File: src/rtl/pedbuf_pkg.sv
package pedbuf_pkg;

    // Number of Hamming check bits needed to protect dw data bits.
    function automatic int chk_bits(int dw);
        int p;
        p = 0;
        while ((1 << p) < dw + p + 1) p++;
        return p;
    endfunction

    // Full SEC-DED codeword width: data, check bits and overall parity.
    function automatic int code_w(int dw);
        return dw + chk_bits(dw) + 1;
    endfunction

endpackage

File: src/rtl/pedbuf_hamm_enc.sv
module pedbuf_hamm_enc #(
    parameter int DW = 16,
    localparam int PW = pedbuf_pkg::chk_bits(DW),
    localparam int CW = pedbuf_pkg::code_w(DW)
) (
    input  logic [DW-1:0] data_i,
    output logic [CW-1:0] code_o
);

    // Bit 0 holds overall parity; positions that are powers of two hold check bits.
    always_comb begin
        logic [CW-1:0] c;
        int di;
        c  = '0;
        di = 0;
        for (int pos = 1; pos < CW; pos++) begin
            if ((pos & (pos - 1)) != 0) begin
                c[pos] = data_i[di];
                di++;
            end
        end
        for (int p = 0; p < PW; p++) begin
            logic par;
            par = 1'b0;
            for (int pos = 1; pos < CW; pos++) begin
                if (((pos >> p) & 1) != 0) par ^= c[pos];
            end
            c[1 << p] = par;
        end
        c[0]   = ^c[CW-1:1];
        code_o = c;
    end

endmodule

File: src/rtl/pedbuf_hamm_dec.sv
module pedbuf_hamm_dec #(
    parameter int DW = 16,
    localparam int PW = pedbuf_pkg::chk_bits(DW),
    localparam int CW = pedbuf_pkg::code_w(DW)
) (
    input  logic [CW-1:0] code_i,
    output logic [DW-1:0] data_o,
    output logic          corr_o,
    output logic          uncorr_o
);

    always_comb begin
        logic [PW-1:0] syn;
        logic [CW-1:0] fixed;
        logic          ovr;
        int            di;
        syn = '0;
        for (int p = 0; p < PW; p++) begin
            for (int pos = 1; pos < CW; pos++) begin
                if (((pos >> p) & 1) != 0) syn[p] ^= code_i[pos];
            end
        end
        ovr      = ^code_i;
        fixed    = code_i;
        corr_o   = 1'b0;
        uncorr_o = 1'b0;
        if (ovr) begin
            // Odd weight: a single flip at the syndrome position, if it exists.
            if (int'(syn) < CW) begin
                for (int pos = 0; pos < CW; pos++) begin
                    if (pos == int'(syn)) fixed[pos] = ~fixed[pos];
                end
                corr_o = 1'b1;
            end else begin
                uncorr_o = 1'b1;
            end
        end else if (syn != '0) begin
            uncorr_o = 1'b1;
        end
        data_o = '0;
        di     = 0;
        for (int pos = 1; pos < CW; pos++) begin
            if ((pos & (pos - 1)) != 0) begin
                data_o[di] = fixed[pos];
                di++;
            end
        end
    end

endmodule

File: src/rtl/pedbuf_ecc_mem.sv
module pedbuf_ecc_mem #(
    parameter int DW    = 16,
    parameter int AW    = 4,
    parameter int CNT_W = 8,
    localparam int CW    = pedbuf_pkg::code_w(DW),
    localparam int DEPTH = 1 << AW
) (
    input  logic             clk,
    input  logic             rst_n,
    input  logic             frame_start,
    input  logic             update_done,
    input  logic             cfg_we,
    input  logic             cfg_bank,
    input  logic [AW-1:0]    cfg_addr,
    input  logic [DW-1:0]    cfg_data,
    input  logic [CW-1:0]    cfg_flip,
    input  logic             rd_en,
    input  logic [AW-1:0]    rd_addr,
    output logic             rd_valid,
    output logic [DW-1:0]    rd_data,
    output logic             rd_corr,
    output logic             rd_uncorr,
    output logic             active_bank,
    output logic             write_error,
    output logic [CNT_W-1:0] corr_count,
    output logic [CNT_W-1:0] uncorr_count
);

    typedef struct packed {
        logic             active;
        logic             pend;
        logic             wr_err;
        logic             s1_vld;
        logic [CW-1:0]    s1_code;
        logic             o_vld;
        logic [DW-1:0]    o_data;
        logic             o_corr;
        logic             o_unc;
        logic [CNT_W-1:0] corr_cnt;
        logic [CNT_W-1:0] unc_cnt;
    } st_t;

    st_t st_d, st_q;

    logic [CW-1:0] mem_q [2][DEPTH];
    logic [CW-1:0] enc_code;
    logic [DW-1:0] dec_data;
    logic          dec_corr, dec_unc;
    logic          wr_ok;

    pedbuf_hamm_enc #(.DW(DW)) u_enc (
        .data_i (cfg_data),
        .code_o (enc_code)
    );

    pedbuf_hamm_dec #(.DW(DW)) u_dec (
        .code_i   (st_q.s1_code),
        .data_o   (dec_data),
        .corr_o   (dec_corr),
        .uncorr_o (dec_unc)
    );

    assign wr_ok = cfg_we && (cfg_bank != st_q.active);

    always_comb begin
        st_d        = st_q;
        st_d.wr_err = cfg_we && (cfg_bank == st_q.active);
        // Swap only on a frame boundary with a request already latched.
        if (frame_start && st_q.pend) st_d.active = ~st_q.active;
        st_d.pend   = (st_q.pend && !frame_start) || update_done;
        // Stage 1: raw codeword from the bank active at request time.
        st_d.s1_vld = rd_en;
        if (rd_en) st_d.s1_code = mem_q[st_q.active][rd_addr];
        // Stage 2: corrected data and event flags.
        st_d.o_vld  = st_q.s1_vld;
        st_d.o_corr = st_q.s1_vld && dec_corr;
        st_d.o_unc  = st_q.s1_vld && dec_unc;
        if (st_q.s1_vld) st_d.o_data = dec_data;
        if (st_q.s1_vld && dec_corr && (st_q.corr_cnt != '1))
            st_d.corr_cnt = st_q.corr_cnt + 1'b1;
        if (st_q.s1_vld && dec_unc && (st_q.unc_cnt != '1))
            st_d.unc_cnt = st_q.unc_cnt + 1'b1;
    end

    always_ff @(posedge clk) begin
        if (!rst_n) st_q <= '0;
        else        st_q <= st_d;
    end

    always_ff @(posedge clk) begin
        if (wr_ok) mem_q[cfg_bank][cfg_addr] <= enc_code ^ cfg_flip;
    end

    assign rd_valid     = st_q.o_vld;
    assign rd_data      = st_q.o_data;
    assign rd_corr      = st_q.o_corr;
    assign rd_uncorr    = st_q.o_unc;
    assign active_bank  = st_q.active;
    assign write_error  = st_q.wr_err;
    assign corr_count   = st_q.corr_cnt;
    assign uncorr_count = st_q.unc_cnt;


    rd_latency_chk: assert property (@(posedge clk) disable iff (!rst_n)
        rd_en |-> ##2 rd_valid);


    reject_active_chk: assert property (@(posedge clk) disable iff (!rst_n)
        (cfg_we && cfg_bank == active_bank) |=> write_error);


    err_cause_chk: assert property (@(posedge clk) disable iff (!rst_n)
        write_error |-> $past(cfg_we));


    swap_boundary_chk: assert property (@(posedge clk) disable iff (!rst_n)
        (active_bank != $past(active_bank)) |-> $past(frame_start));


    flag_excl_chk: assert property (@(posedge clk) disable iff (!rst_n)
        !(rd_corr && rd_uncorr));


    corr_sat_chk: assert property (@(posedge clk) disable iff (!rst_n)
        (corr_count == '1) |=> (corr_count == '1));


    unc_sat_chk: assert property (@(posedge clk) disable iff (!rst_n)
        (uncorr_count == '1) |=> (uncorr_count == '1));

endmodule

File: config.mk
export PLATFORM = sky130hd
export DESIGN_NAME = pedbuf_ecc_mem
export DESIGN_NICKNAME = d
export VERILOG_FILES = /design/src/rtl/pedbuf_pkg.sv /design/src/rtl/pedbuf_hamm_enc.sv /design/src/rtl/pedbuf_hamm_dec.sv /design/src/rtl/pedbuf_ecc_mem.sv
export SDC_FILE = /design/constraint.sdc
export NUM_CORES = 1
export LEC_CHECK = 0
export BUFFER_PORTS_ARGS = -buffer_cell sky130_fd_sc_hd__buf_2
export CORE_AREA = 2 2 216 239
export CTS_BUF_LIST = sky130_fd_sc_hd__clkbuf_16
export CTS_CLUSTER_DIAMETER = 120
export DETAILED_ROUTE_END_ITERATION = 16
export DIE_AREA = 0 0 218 241
export GPL_TIMING_DRIVEN = 1
export PLACE_DENSITY_LB_ADDON = 0.05
export SKIP_CTS_REPAIR_TIMING = 1
export SLEW_MARGIN = 20
export SYNTH_ARGS = -nofsm -noshare
export SYNTH_HDL_FRONTEND = slang
export SYNTH_SLANG_ARGS = --single-unit
File: constraint.sdc
create_clock -name clk -period 3.08 [get_ports clk]
set_input_delay 0.154 -clock clk [delete_from_list [all_inputs] [get_ports clk]]
set_output_delay 0.154 -clock clk [all_outputs]
set_load 0.01 [all_outputs]
Word level (Yosys, flattened, before mapping)
Memories as Yosys holds them, arrays and structs flattened. A register that Yosys moved wholly into a read port is not among the register bits. Index checks and enable logic that the tools add are counted.

Memories: 1. Input port bits: 53. RAM bits: 704. Output and inout bits: 37. Bits in registers: 61.

Bitwise gates (word level): 101. Eq/ne operators: 25. Multiplexer cells: 38. Reductions and logical operators: 15. Add/sub/neg operators: 2. $lt $le $gt $ge: 4.

Memory list: mem_q (words 2, bits a word 352, rd ports 1, clocked after memory_dff 1, write ports 1, line pedbuf_ecc_mem.sv:45) `logic [CW-1:0] mem_q [2][DEPTH];`.

Operators with widths (count): 2-to-1 mux 352 bit (1); 2-to-1 mux 22 bit (5); binary-select mux 22 bit (select 4 bit) (1); demux 22 bit (select 4 bit) (1); bitwise XOR 1 bit (75); equality test 5 bit (first input constant) (14); 2-to-1 mux 1 bit (30); inverter 1 bit (23); parity 22 bit (1); bitwise XOR 22 bit (1); parity 21 bit (1); equality test 4 x 5 -> 1 bit (first input constant) (4); adder 8 x 1 -> 8 bit (second input constant) (2); != test 8 bit (second input constant) (2); equality test 3 x 5 -> 1 bit (first input constant) (2); greater-or-equal comparator 5 bit (second input constant) (2); inverter 4 -> 5 bit (2); logical AND 1 bit (9); equality test 2 x 5 -> 1 bit (first input constant) (1); logical NOT 5 bit (1); < comparator 5 x 1 -> 1 bit (second input constant) (1); < comparator 5 bit (second input constant) (1); nonzero test 5 bit (1); equality test 1 bit (1); 3 further kinds (3).

Depth between registers and ports, before layout
Depth after elaboration: 15. Gate-level depth with buffers: 9.

Hierarchy
From an unflattened synthesis, not the netlist that was laid out.

Cell total of the unflattened synthesis: 1932. Area, all modules: 31422.6 µm².

Modules (own cells, without submodules): pedbuf_ecc_mem (area an instance 30005.0 µm², sequential area each 22381.5 µm², cells each 1764, times used 1); pedbuf_hamm_dec (area an instance 982.2 µm², sequential area each 0.0 µm², cells each 125, times used 1); pedbuf_hamm_enc (area an instance 435.4 µm², sequential area each 0.0 µm², cells each 43, times used 1).

Worst setup path before layout
OpenSTA, ideal clock, no wires.

Path kind: register -> register. Start point: register st_q (netlist bit active_bank). End point: memory mem_q[1][154] in the netlist's numbering, enable pin. Cell stages (with the launch flop): 6. Library setup time: 0.401 ns. Slack: 0.513 ns. Arrival time: 2.166 ns. Buffers on the path: 1. Required time: 2.679 ns. Path through: dfxtp_1 > xor2_1 > nand2_1 > or3_1 > clkbuf_1 > nor2_1.

Word-level cells in the longest chain between the ends: 4.

Ends and longest elaborated chain: start, declared (line pedbuf_ecc_mem.sv:43) `st_t st_d, st_q;`; start signal, assigned (line pedbuf_ecc_mem.sv:87) `else st_q <= st_d;`; != test 1 bit (line pedbuf_ecc_mem.sv:63) `assign wr_ok = cfg_we && (cfg_bank != st_q.active);`; logical AND 1 bit (line pedbuf_ecc_mem.sv:63); 2-to-1 mux 1 bit (line pedbuf_ecc_mem.sv:91) `if (wr_ok) mem_q[cfg_bank][cfg_addr] <= enc_code ^ cfg_flip;`; 2-to-1 mux 352 bit (implied by the code) (line pedbuf_ecc_mem.sv:91); end, declared (line pedbuf_ecc_mem.sv:45).

Every way passes these cells.

Final worst setup path
Start point: register st_q[44] in the netlist's numbering. End point: register st_q (netlist bit uncorr_count[3]).

Word-level cells in the longest chain between the ends: 12.

Ends and longest elaborated chain: bitwise XOR 1 bit (7 in a row) (line pedbuf_hamm_dec.sv:20) `if (((pos >> p) & 1) != 0) syn[p] ^= code_i[pos];`; < comparator 5 bit / nonzero test 5 bit (equally long branches) (line pedbuf_hamm_dec.sv:29, pedbuf_hamm_dec.sv:37); 2-to-1 mux 1 bit (on tied branches) (line pedbuf_hamm_dec.sv:29, pedbuf_hamm_dec.sv:37); 2-to-1 mux 1 bit (*) (line pedbuf_hamm_dec.sv:27) `if (ovr) begin`; logical AND 1 bit (*) (2 in a row) (line pedbuf_ecc_mem.sv:81) `if (st_q.s1_vld && dec_unc && (st_q.unc_cnt != '1))`.

Every way passes the cells marked *; elsewhere a longest branch is shown, timed or not. A chain may end at the register's enable or synchronous reset.

==> flow_summary.yaml <==
synth:
  synth.distinct_cells: 48
  synth_largest_area_cell: "edfxtp_1"
  netlist_top_cells_count: "edfxtp_1 (704), mux4_2 (198), mux2i_1 (105)"
  ys_seq_area_share_pct: 72.7
  ys_warn_count: 0
  ys.flop_type: "edfxtp_1"
  syn_area_um2: 30800
  syn_inst: 1533
  synth_seq_cells: 766
  synth_area_per_cell_um2: 20.1
  async_flop_share_pct: 0
  yosys.area.top_type_share_pct: 68.7
  synth_edf_count: 704
  yosysMostFrequentCell: "edfxtp_1"
  ys_top_cells_by_area: "edfxtp_1 (69%), mux4_2 (14%), dfxtp_1 (4.0%)"
  synth_nets: 1588
timing:
  slew-limit-headroom_pct: 43.7
  final_max_slew_viol_count: 0
  rsz0062_at_grt: "false"
  finalSetupViolCount: 0
  setup-tns-final_ns: 0
  fin_hold_ws_ns: 0.112
  fmax_mhz: 353
  post-route-period-util_pct: 92.1
  hold_viol_final: 0
  fin_crit_ns: 2.84
  worst_pin_slew_ns: 0.844
  finClkSkew_ns: 0.0238
global_route:
  grt_max_degree: 61
  grt_overflow_total: 0
  use_met1_pct: 38.3
  grtUsageTotal_pct: 26.7
  busiest_layer: "met2"
  grt_use_met3_pct: 4.12
  grtUsageMet2_pct: 43.6
  grt_pass1_wl_um: 99400
  grt_pass1_vias: 15300
  grt_antenna_before_repair: 3
die:
  row_count: 86
  fp.dieH_um: 241
  dieArea_um2: 52500
  core_um2: 49900
  die_w_um: 218
  start_util_pct: 61.7
  io_pins: 90
setup_path:
  crit_required_ns: 3.58
  r2r_start: "st_q[44]$_SDFFE_PN0P_"
  start_kind: "flip-flop"
  critPathMaxFanout: 20
  crit_arrival_ns: 3.33
  worstRegToRegCells: 8
  cp-end-kind: "flip-flop"
  critPathKind: "flip-flop to flip-flop"
  reg2reg_slack_ns: 0.24
  r2r-end: "uncorr_count[3]$_SDFFE_PN0P_"
cts:
  cts_made_buffers: 75
  clock_latency_ns: 0.62
  root_buffer: "clkbuf_16"
  cts_num_sinks: 766
  clkTransAtPathRegs_ns: 0.06
  tritoncts: "yes"
  htree_levels: 3
  clock_tree.buffer_depth: 3
worst_hold_path:
  whs_path_depth: 2
  hp-class: "input port to flip-flop"
  min_to: "mem_q[1][252]$_DFFE_PP_"
  min-delay-start: "cfg_flip[10]"
finish:
  fillers: 3138
  final_core_util_pct: 70.1
  drive_gt1_share_pct: 30.4
  antenna_cells: 0
  nNetsFinal: 1736
  syn_to_final_growth_pct: 13.7
  fin_cells: 2394
  fin_area_um2: 35000
pwr:
  p_leak_uw: 0.0115
  power_density_nw_per_um2: 674
  ir_drop_mv: 0.609
placed_design:
  dp.cells: 2260
  portBuffers: 89
  globalplace.congestion: 0.889
  dpl-instance-area_um2: 32700
  dp_hpwl_um: 39000
detailed_routing:
  detail_route.vias_per_cell: 6.34
  firstDrtPassIters: 5
  drc_errors: 0
  vias: 15200
  postRouteAntennaNets: 0
  drt_iter0_drc: 1617
  routedWlPerCell_um: 28.1
  wirelength_um: 67200
flow_run:
  maxCapViolations: 0
run_status:
  status: "complete, no violations"
[state kept, by name, summed over array words and instances (netlist names), named ones only]
register      cells
mem_q           704
st_q             23
rd_data          16
corr_count        8
uncorr_count      8
active_bank       1
rd_corr           1
rd_uncorr         1
rd_valid          1
st_d              1
write_error       1
[metrics by stage]
stage / total power (µW) / setup slack, ns
2_1_floorplan: 14200 / 0.513
3_3_place_gp: 15100 / 0.349
3_5_place_dp: 15200 / 0.265
4_1_cts: 23700 / 0.266
5_1_grt: 24300 / 0.0513
6_report: 23600 / 0.245
[placed cells by master (no fill, tap or decap), types with 4 or more instances in the layout]
cell	instances
mux2i_1	105
nand4_1	4
xor2_2	14
a21oi_1	29
a311oi_1	14
buf_2	87
dfxtp_1	61
mux4_2	198
bufinv_16	4
buf_4	65
clkinv_2	6
o21ai_0	40
dlygate4sd3_1	4
clkinv_1	14
xor2_1	14
or3_1	17
buf_12	19
nand3b_1	4
xnor2_2	8
nor2_2	32
edfxtp_1	704
nand2_1	28
xnor2_1	54
inv_1	28
clkbuf_16	79
nor2_1	31
nor3b_1	4
nand2b_1	11
nand3_1	8
[kinds of logic after synthesis]
kind of cell / after synthesis / share of synthesized area [%]
buffers and inverters: 110 / 1.77
xor gates and xnor gates: 97 / 3.06
adders and majority gates: 2 / 0.0813
AOI/OAI and AO/OA: 94 / 1.83
DFF: 766 / 72.7
and+or+nand+nor: 161 / 2.65
muxes: 303 / 17.9
[layer usage]
layer	part of all wire (%)	routed length (µm)	vias up
li1	-	-	6496
met1	41	27900	8024
met2	50	33400	559
met3	6.9	4650	90
met4	1.9	1290	0
met5	0	0	-
[final cells by class]
type	count	area, µm²	share of cell area [%]
Sequential cell	766	22400	63.9
Multi-Input combinational cell	657	8120	23.2
Clock buffer	79	1980	5.65
Timing Repair Buffer	177	1370	3.90
Tap cell	660	826	2.36
Clock inverter	51	314	0.897
Inverter	4	15.0	0.0429
[critical path: stages, from the launching register on]
cell and delay (ns):
dfxtp_1 0.44, xnor2_1 0.12, xnor2_1 0.64, xnor2_1 0.27
nand3b_1 0.20, a2bb2oi_1 0.22, buf_4 0.25, or3b_2 0.47
mux2i_1 0.13
[where the power goes]
part	switching (µW)	internal, µW	total (µW)
sequential	69.2	12100	12200
combinational	1770	1050	2820
clock	3680	4930	8610
[worst max path at each step]
stage,startpoint,to,slack (ns)
after floorplan,active_bank$_SDFFE_PN0P_,mem_q[1][154]$_DFFE_PP_,0.51
after global placement,st_q[53]$_SDFFE_PN0P_,uncorr_count[3]$_SDFFE_PN0P_,0.35
after detailed placement,st_q[53]$_SDFFE_PN0P_,uncorr_count[3]$_SDFFE_PN0P_,0.26
after CTS,st_q[53]$_SDFFE_PN0P_,uncorr_count[3]$_SDFFE_PN0P_,0.27
after global routing,st_q[44]$_SDFFE_PN0P_,uncorr_count[0]$_SDFFE_PN0P_,0.05
final,st_q[44]$_SDFFE_PN0P_,uncorr_count[3]$_SDFFE_PN0P_,0.24
Note: power is estimated with default switching activity, not from simulation.
